**src/rtl/tmr_chain_pkg.sv**
```systemverilog
package tmr_chain_pkg;

    localparam int REG_AW = 3;

    typedef enum logic [REG_AW-1:0] {
        A_MCTRL   = 3'd0,
        A_MRELOAD = 3'd1,
        A_MCOUNT  = 3'd2,
        A_SCTRL   = 3'd3,
        A_SRELOAD = 3'd4,
        A_SCOUNT  = 3'd5,
        A_FLAG    = 3'd6,
        A_PSC     = 3'd7
    } reg_addr_e;

    // master output-select codes
    localparam logic [2:0] OUT_NONE   = 3'b000;
    localparam logic [2:0] OUT_RUN    = 3'b001;
    localparam logic [2:0] OUT_UPDATE = 3'b010;

    // slave mode and trigger source codes
    localparam logic [2:0] MODE_TRIGGER = 3'b110;
    localparam logic [4:0] SRC_MASTER   = 5'b00010;

    typedef enum logic {
        MST_STOP,
        MST_RUN
    } mst_state_e;

    typedef enum logic [1:0] {
        SLV_STOP,
        SLV_ARMED,
        SLV_RUN
    } slv_state_e;

endpackage

```
**src/rtl/tmr_prescaler.sv**
```systemverilog
module tmr_prescaler #(
    parameter int PSC_W = 16
) (
    input  logic             clk,
    input  logic             rst_n,
    input  logic [PSC_W-1:0] psc,
    output logic             tick
);

    logic [PSC_W-1:0] div_q;

    // free-running divider; a lowered limit ends the current period at once
    assign tick = (div_q >= psc);

    always_ff @(posedge clk or negedge rst_n) begin
        if (!rst_n) begin
            div_q <= '0;
        end else if (tick) begin
            div_q <= '0;
        end else begin
            div_q <= div_q + 1'b1;
        end
    end

endmodule

```
**src/rtl/tmr_upcounter.sv**
```systemverilog
module tmr_upcounter #(
    parameter int CNT_W = 16
) (
    input  logic             clk,
    input  logic             rst_n,
    input  logic             run,
    input  logic             tick,
    input  logic [CNT_W-1:0] reload,
    input  logic             load,
    input  logic [CNT_W-1:0] load_val,
    output logic [CNT_W-1:0] count,
    output logic             upd
);

    logic [CNT_W-1:0] cnt_q;
    logic             step;
    logic             wrap;

    assign step = run && tick;
    assign wrap = step && (cnt_q >= reload);

    always_ff @(posedge clk or negedge rst_n) begin
        if (!rst_n) begin
            cnt_q <= '0;
            upd   <= 1'b0;
        end else if (load) begin
            cnt_q <= load_val;
            upd   <= 1'b0;
        end else if (wrap) begin
            cnt_q <= '0;
            upd   <= 1'b1;
        end else if (step) begin
            cnt_q <= cnt_q + 1'b1;
            upd   <= 1'b0;
        end else begin
            upd   <= 1'b0;
        end
    end

    assign count = cnt_q;

endmodule

```
**src/rtl/tmr_slave_fsm.sv**
```systemverilog
module tmr_slave_fsm
    import tmr_chain_pkg::*;
(
    input  logic clk,
    input  logic rst_n,
    input  logic ctrl_wr,
    input  logic wr_run,
    input  logic wr_trig_mode,
    input  logic trig_mode,
    input  logic trig_edge,
    output logic run
);

    slv_state_e st_q;
    slv_state_e st_nxt;

    function automatic slv_state_e from_write(input logic en_bit, input logic trig_bit);
        if (en_bit) begin
            return SLV_RUN;
        end else if (trig_bit) begin
            return SLV_ARMED;
        end
        return SLV_STOP;
    endfunction

    always_ff @(posedge clk or negedge rst_n) begin
        if (!rst_n) begin
            st_q <= SLV_STOP;
        end else begin
            st_q <= st_nxt;
        end
    end

    always_comb begin
        st_nxt = st_q;
        unique case (st_q)
            SLV_STOP: begin
                if (ctrl_wr) begin
                    st_nxt = from_write(wr_run, wr_trig_mode);
                end
            end
            SLV_ARMED: begin
                if (trig_edge) begin
                    st_nxt = SLV_RUN;
                end else if (ctrl_wr) begin
                    st_nxt = from_write(wr_run, wr_trig_mode);
                end
            end
            SLV_RUN: begin
                if (trig_edge && trig_mode) begin
                    st_nxt = SLV_RUN;
                end else if (ctrl_wr) begin
                    st_nxt = from_write(wr_run, wr_trig_mode);
                end
            end
            default: st_nxt = SLV_STOP;
        endcase
    end

    always_comb begin
        run = (st_q == SLV_RUN);
    end

endmodule

```
**src/rtl/tmr_chain.sv**
```systemverilog
module tmr_chain
    import tmr_chain_pkg::*;
#(
    parameter int CNT_W = 16
) (
    input  logic              clk,
    input  logic              rst_n,
    input  logic              wr_en,
    input  logic [REG_AW-1:0] wr_addr,
    input  logic [CNT_W-1:0]  wr_data,
    input  logic [REG_AW-1:0] rd_addr,
    output logic [CNT_W-1:0]  rd_data,
    output logic              mst_trig_out,
    output logic              slv_trig_flag
);

    reg_addr_e        wa;
    logic             m_ctrl_wr;
    logic             m_cnt_wr;
    logic             s_ctrl_wr;
    logic             s_cnt_wr;
    logic             flag_wr;

    logic [2:0]       m_out_sel;
    logic [CNT_W-1:0] m_reload;
    logic [2:0]       s_mode;
    logic [4:0]       s_trig_src;
    logic [CNT_W-1:0] s_reload;
    logic [CNT_W-1:0] psc_q;

    mst_state_e       m_st;
    mst_state_e       m_nxt;
    logic             m_run;
    logic             s_run;
    logic             tick;
    logic [CNT_W-1:0] m_cnt;
    logic [CNT_W-1:0] s_cnt;
    logic             m_upd;
    logic             s_upd;

    logic             trig_line;
    logic             trig_d;
    logic             trig_edge;
    logic             in_trig_mode;
    logic             flag_q;

    assign wa        = reg_addr_e'(wr_addr);
    assign m_ctrl_wr = wr_en && (wa == A_MCTRL);
    assign m_cnt_wr  = wr_en && (wa == A_MCOUNT);
    assign s_ctrl_wr = wr_en && (wa == A_SCTRL);
    assign s_cnt_wr  = wr_en && (wa == A_SCOUNT);
    assign flag_wr   = wr_en && (wa == A_FLAG);

    // setting registers
    always_ff @(posedge clk or negedge rst_n) begin
        if (!rst_n) begin
            m_out_sel  <= OUT_NONE;
            m_reload   <= '0;
            s_mode     <= '0;
            s_trig_src <= '0;
            s_reload   <= '0;
            psc_q      <= '0;
        end else if (wr_en) begin
            unique case (wa)
                A_MCTRL:   m_out_sel <= wr_data[3:1];
                A_MRELOAD: m_reload  <= wr_data;
                A_SCTRL: begin
                    s_mode     <= wr_data[3:1];
                    s_trig_src <= wr_data[8:4];
                end
                A_SRELOAD: s_reload  <= wr_data;
                A_PSC:     psc_q     <= wr_data;
                default: ;
            endcase
        end
    end

    // master enable machine
    always_ff @(posedge clk or negedge rst_n) begin
        if (!rst_n) begin
            m_st <= MST_STOP;
        end else begin
            m_st <= m_nxt;
        end
    end

    always_comb begin
        m_nxt = m_st;
        unique case (m_st)
            MST_STOP: if (m_ctrl_wr && wr_data[0])  m_nxt = MST_RUN;
            MST_RUN:  if (m_ctrl_wr && !wr_data[0]) m_nxt = MST_STOP;
        endcase
    end

    always_comb begin
        m_run = (m_st == MST_RUN);
    end

    tmr_prescaler #(.PSC_W(CNT_W)) u_psc (
        .clk   (clk),
        .rst_n (rst_n),
        .psc   (psc_q),
        .tick  (tick)
    );

    tmr_upcounter #(.CNT_W(CNT_W)) u_mcnt (
        .clk      (clk),
        .rst_n    (rst_n),
        .run      (m_run),
        .tick     (tick),
        .reload   (m_reload),
        .load     (m_cnt_wr),
        .load_val (wr_data),
        .count    (m_cnt),
        .upd      (m_upd)
    );

    tmr_upcounter #(.CNT_W(CNT_W)) u_scnt (
        .clk      (clk),
        .rst_n    (rst_n),
        .run      (s_run),
        .tick     (tick),
        .reload   (s_reload),
        .load     (s_cnt_wr),
        .load_val (wr_data),
        .count    (s_cnt),
        .upd      (s_upd)
    );

    // master trigger output selection
    always_comb begin
        unique case (m_out_sel)
            OUT_UPDATE: mst_trig_out = m_upd;
            OUT_RUN:    mst_trig_out = m_run;
            default:    mst_trig_out = 1'b0;
        endcase
    end

    // slave trigger routing and edge detection
    assign trig_line    = (s_trig_src == SRC_MASTER) ? mst_trig_out : 1'b0;
    assign trig_edge    = trig_line && !trig_d;
    assign in_trig_mode = (s_mode == MODE_TRIGGER);

    always_ff @(posedge clk or negedge rst_n) begin
        if (!rst_n) begin
            trig_d <= 1'b0;
        end else begin
            trig_d <= trig_line;
        end
    end

    tmr_slave_fsm u_sfsm (
        .clk          (clk),
        .rst_n        (rst_n),
        .ctrl_wr      (s_ctrl_wr),
        .wr_run       (wr_data[0]),
        .wr_trig_mode (wr_data[3:1] == MODE_TRIGGER),
        .trig_mode    (in_trig_mode),
        .trig_edge    (trig_edge),
        .run          (s_run)
    );

    // sticky trigger flag: set beats clear
    always_ff @(posedge clk or negedge rst_n) begin
        if (!rst_n) begin
            flag_q <= 1'b0;
        end else if (trig_edge && in_trig_mode) begin
            flag_q <= 1'b1;
        end else if (flag_wr && !wr_data[0]) begin
            flag_q <= 1'b0;
        end
    end

    assign slv_trig_flag = flag_q;

    // read port
    always_comb begin
        rd_data = '0;
        unique case (reg_addr_e'(rd_addr))
            A_MCTRL:   rd_data[3:0] = {m_out_sel, m_run};
            A_MRELOAD: rd_data      = m_reload;
            A_MCOUNT:  rd_data      = m_cnt;
            A_SCTRL:   rd_data[8:0] = {s_trig_src, s_mode, s_run};
            A_SRELOAD: rd_data      = s_reload;
            A_SCOUNT:  rd_data      = s_cnt;
            A_FLAG:    rd_data[0]   = flag_q;
            A_PSC:     rd_data      = psc_q;
        endcase
    end

endmodule

```
**config.mk**
```make
export PLATFORM = sky130hd
export DESIGN_NAME = tmr_chain
export DESIGN_NICKNAME = d
export VERILOG_FILES = /design/src/rtl/tmr_chain_pkg.sv /design/src/rtl/tmr_prescaler.sv /design/src/rtl/tmr_upcounter.sv /design/src/rtl/tmr_slave_fsm.sv /design/src/rtl/tmr_chain.sv
export SDC_FILE = /design/constraint.sdc
export NUM_CORES = 1
export LEC_CHECK = 0
export ABC_CLOCK_PERIOD_IN_PS = 7300
export BUFFER_PORTS_ARGS = -buffer_cell sky130_fd_sc_hd__buf_2
export CAP_MARGIN = 25
export CORE_UTILIZATION = 50
export CTS_BUF_LIST = sky130_fd_sc_hd__clkbuf_4 sky130_fd_sc_hd__clkbuf_8
export DETAILED_ROUTE_END_ITERATION = 10
export PLACE_DENSITY = 0.79
export SYNTH_ARGS = -nofsm -noshare
export SYNTH_HDL_FRONTEND = slang
export SYNTH_SLANG_ARGS = --single-unit
```
**constraint.sdc**
```tcl
create_clock -name clk -period 7.3 [get_ports clk]
set_clock_uncertainty 0.2 [all_clocks]
set_input_delay 1.46 -clock clk [delete_from_list [all_inputs] [get_ports clk]]
set_output_delay 1.46 -clock clk [all_outputs]
set_load 0.02 [all_outputs]
```
==> metrics.txt <==
Post-synth EDFFs=0; DRT Wirelength=around 18 mm; gpl congestion=0.975; power density over the cells=288 nW/um^2; Clock transition at path regs=0.06 ns; Leakage=between 0.003 and 0.004 uW; max_cap viols=0; gr usage total=approximately 27%; R2R Path Start=u_mcnt.count[2]; Top FF cell, synth=dfrtp_1; Yosys top cell by area=dfrtp_1; io pins=43; CTS tree=built; simple-gate portion of the synthesized area=between 10% and 20%; Post-Syn Area=7110 sq um; clock net sink count=113; end of the critical path=rd_data[0]; Netlist cell types=slightly above 60; Yosys warnings=0; Fin. Hold Viols=0; critical path data required time=5.64 ns; Worst Hold Depth=1; H-tree depth=4; CP arrival=3.45 ns; critical path class=primary input to output pin; DR DRC count=0; Wirelength per Cell=between 15 and 20 microns; R2R Path End=u_mcnt.count[10]; hold crit path type=flip-flop to flip-flop; Area growth syn-to-layout=9.93%; r2r worst-path depth=9; Min Clock Period, post-route=slightly above 5 ns; final global-route overflow total=0; Seq cells post-synth=113; worst setup path startpoint=rd_addr[2]; largest family of logic cells by synthesized area=compound AO/OA/AOI/OAI gates; Avg Inst Size Synth=8.82 sq um; RSZ-0062 raised after global routing=false; fraction of layout cells with a size suffix above 1=approximately 15%; Final Core Density=56.3%; ANT nets after route=0; Pre-antenna DRT Iters=5; actual slew at the worst max-slew pin=0.925 ns; die width=between 100 and 150 microns; Die ar.=14700 sq um; Psw=between 800 and 900 uW; Clk Tree Root Cell=clkbuf_8; n_diodes=0; Num CTS Buffers=17; post-CTS sizing=0; Die Ht=121 microns; clock buffer depth=2; Internal=1380 uW; Mapped Nets=882; CP Max Fanout=40; Post-Synth XOR/XNOR Area=1.73%; top-count cell post-synth=dfrtp_1; Synth Area in Adders=8.98%; final net count=between 900 and 1000; clock power share=23.2%; Synth area leaders=dfrtp_1 40%, ha_1 9.0%, mux2_2 5.2%; largest net degree at the start of global routing=58; Flop pwr share=about 43%; initial antenna violation count=0; Port-buffer cells=42; # Post-CTS Setup Buffers=0; via count=6160; R2R setup slack=4.21 ns; setup TNS=0 ns; CTS Hold Buffers Added=0; Tcrit/Tclk final=70.0%; Slew Limit Fails=0; maximum VDD drop=126 uV; instance count of the mapped netlist=806; Net Sw Frac=38.6%; Comb power frac=33.4%; achievable frequency=196 MHz; Avg Vias per Cell=5.99; # setup viols final=0; Initial DRC Count=514; status=complete, no violations; nature of the critical path endpoint=output pin; mux cell area share after synthesis=6.85%; Worst setup SP type=primary input; Post-synth ARST share=100%; register area share after synthesis=about 40%; post-synthesis compound-gate area fraction=18.5%; Skew-Pair Late Insertion Delay=0.45 ns; global-route wire length before repair=30.3 mm; hpwl dp=roughly 13 mm; most common library cells after synthesis=113 x dfrtp_1, 82 x nor2_1, 81 x nand2_1, 68 x inv_1, 65 x o21ai_0; Synth top area share=39.8%; site row count=43; vias in the first global route=slightly below 6000; starting density of the core=approximately 51%; Max transition margin=38.2%; core region area=13900 sq um
-- registers in the layout, indices dropped and copies added, names as in the netlist, named ones only --
register       cells
psc_q             16
m_reload          16
u_mcnt.count      16
u_psc.div_q       16
s_trig_src         5
slv_trig_flag      1
u_mcnt.upd         1
s_reload          16
u_scnt.count      16
m_out_sel          3
trig_d             1
s_mode             3
u_sfsm.st_q        2
-- power by group through the flow --
| stage | logic (uW) | clock network [uW] | registers, uW |
|---|---|---|---|
| floorplan | 576 | 0 | 906 |
| global route | 869 | 562 | 999 |
| detailed placement | 733 | 0 | 982 |
| finish | 753 | 523 | 976 |
| global placement | 705 | 0 | 978 |
| CTS | 741 | 531 | 971 |
-- critical path: stages --
cell	delay (ns)
buf_2	0.57
nor2b_1	0.27
a221o_1	0.40
o21ai_0	0.12
nor2_1	0.07
a211oi_1	0.25
a31oi_1	0.09
buf_2	0.21
-- routing by layer --
metal | track usage [%] | vias to the layer above | share of wire, %
met3 | 4.93 | 52 | 5.9
met5 | 0 | - | 0
met1 | 35.6 | 2960 | 44
li1 | - | 2919 | -
met2 | 41.8 | 229 | 46
met4 | 15.2 | 0 | 3.8
-- placed cells by master, fill, tap and decap left out, types with 3 or more instances in the layout --
| cell type | n |
|---|---|
| nand2b_1 | 10 |
| mux2_2 | 33 |
| inv_1 | 68 |
| clkinv_2 | 7 |
| nand2_1 | 81 |
| o21a_1 | 5 |
| nand3b_1 | 11 |
| mux2i_1 | 7 |
| dfrtp_1 | 113 |
| nor3b_1 | 3 |
| buf_2 | 41 |
| a22oi_1 | 19 |
| o21ai_0 | 65 |
| and3_1 | 10 |
| a21oi_1 | 43 |
| clkbuf_4 | 4 |
| a31oi_1 | 16 |
| nor3_1 | 11 |
| buf_4 | 5 |
| clkbuf_8 | 20 |
| or2_2 | 3 |
| a211oi_1 | 7 |
| o211ai_1 | 3 |
| a32oi_1 | 4 |
| nand4_1 | 9 |
| xnor2_1 | 5 |
| nor2b_1 | 8 |
| ha_1 | 51 |
| o221ai_1 | 3 |
| a221oi_1 | 11 |
| o21ai_1 | 14 |
| nand3_1 | 29 |
| xor2_1 | 9 |
| nor2_1 | 81 |
-- cells by family after synthesis --
logic type                 after synthesis
and+or+nand+nor                        274
AOI/OAI and AO/OA                      207
DFF                                    113
buffers and inverters                  105
adders and majority gates               51
muxes                                   42
xor gates and xnor gates                14
-- how the worst min path moves through the flow --
stage,end,start,slack [ns]
after floorplan,trig_d,s_trig_src[4],0.23
after global placement,trig_d,s_trig_src[4],0.30
after detailed placement,u_psc.div_q[0],u_psc.div_q[0],0.30
after CTS,u_psc.div_q[0],u_psc.div_q[0],0.32
after global routing,trig_d,s_trig_src[4],0.34
final,u_psc.div_q[0],u_psc.div_q[0],0.32
-- per-stage QoR --
step | setup WS [ns] | total power [uW] | area [sq um] | hold WS, ns | instances
floorplan | 2.79 | 1480 | 7110 | 0.230 | 806
global placement | 2.34 | 1680 | 7440 | 0.303 | 996
detailed placement | 2.25 | 1710 | 7440 | 0.305 | 996
CTS | 2.24 | 2240 | 7780 | 0.316 | 1027
global route | 2.10 | 2430 | 7810 | 0.341 | 1029
finish | 2.19 | 2250 | 7810 | 0.318 | 1029
-- cell type report --
type                            count  area (sq um)
Tap cell                          180           225
Clock inverter                      7          35.0
Timing Repair Buffer               48           279
Inverter                           69           259
Fill cell                        1250          6070
Sequential cell                   113          2830
Clock buffer                       24           305
Multi-Input combinational cell    588          3880
Note: power is estimated with default switching activity, not from simulation.
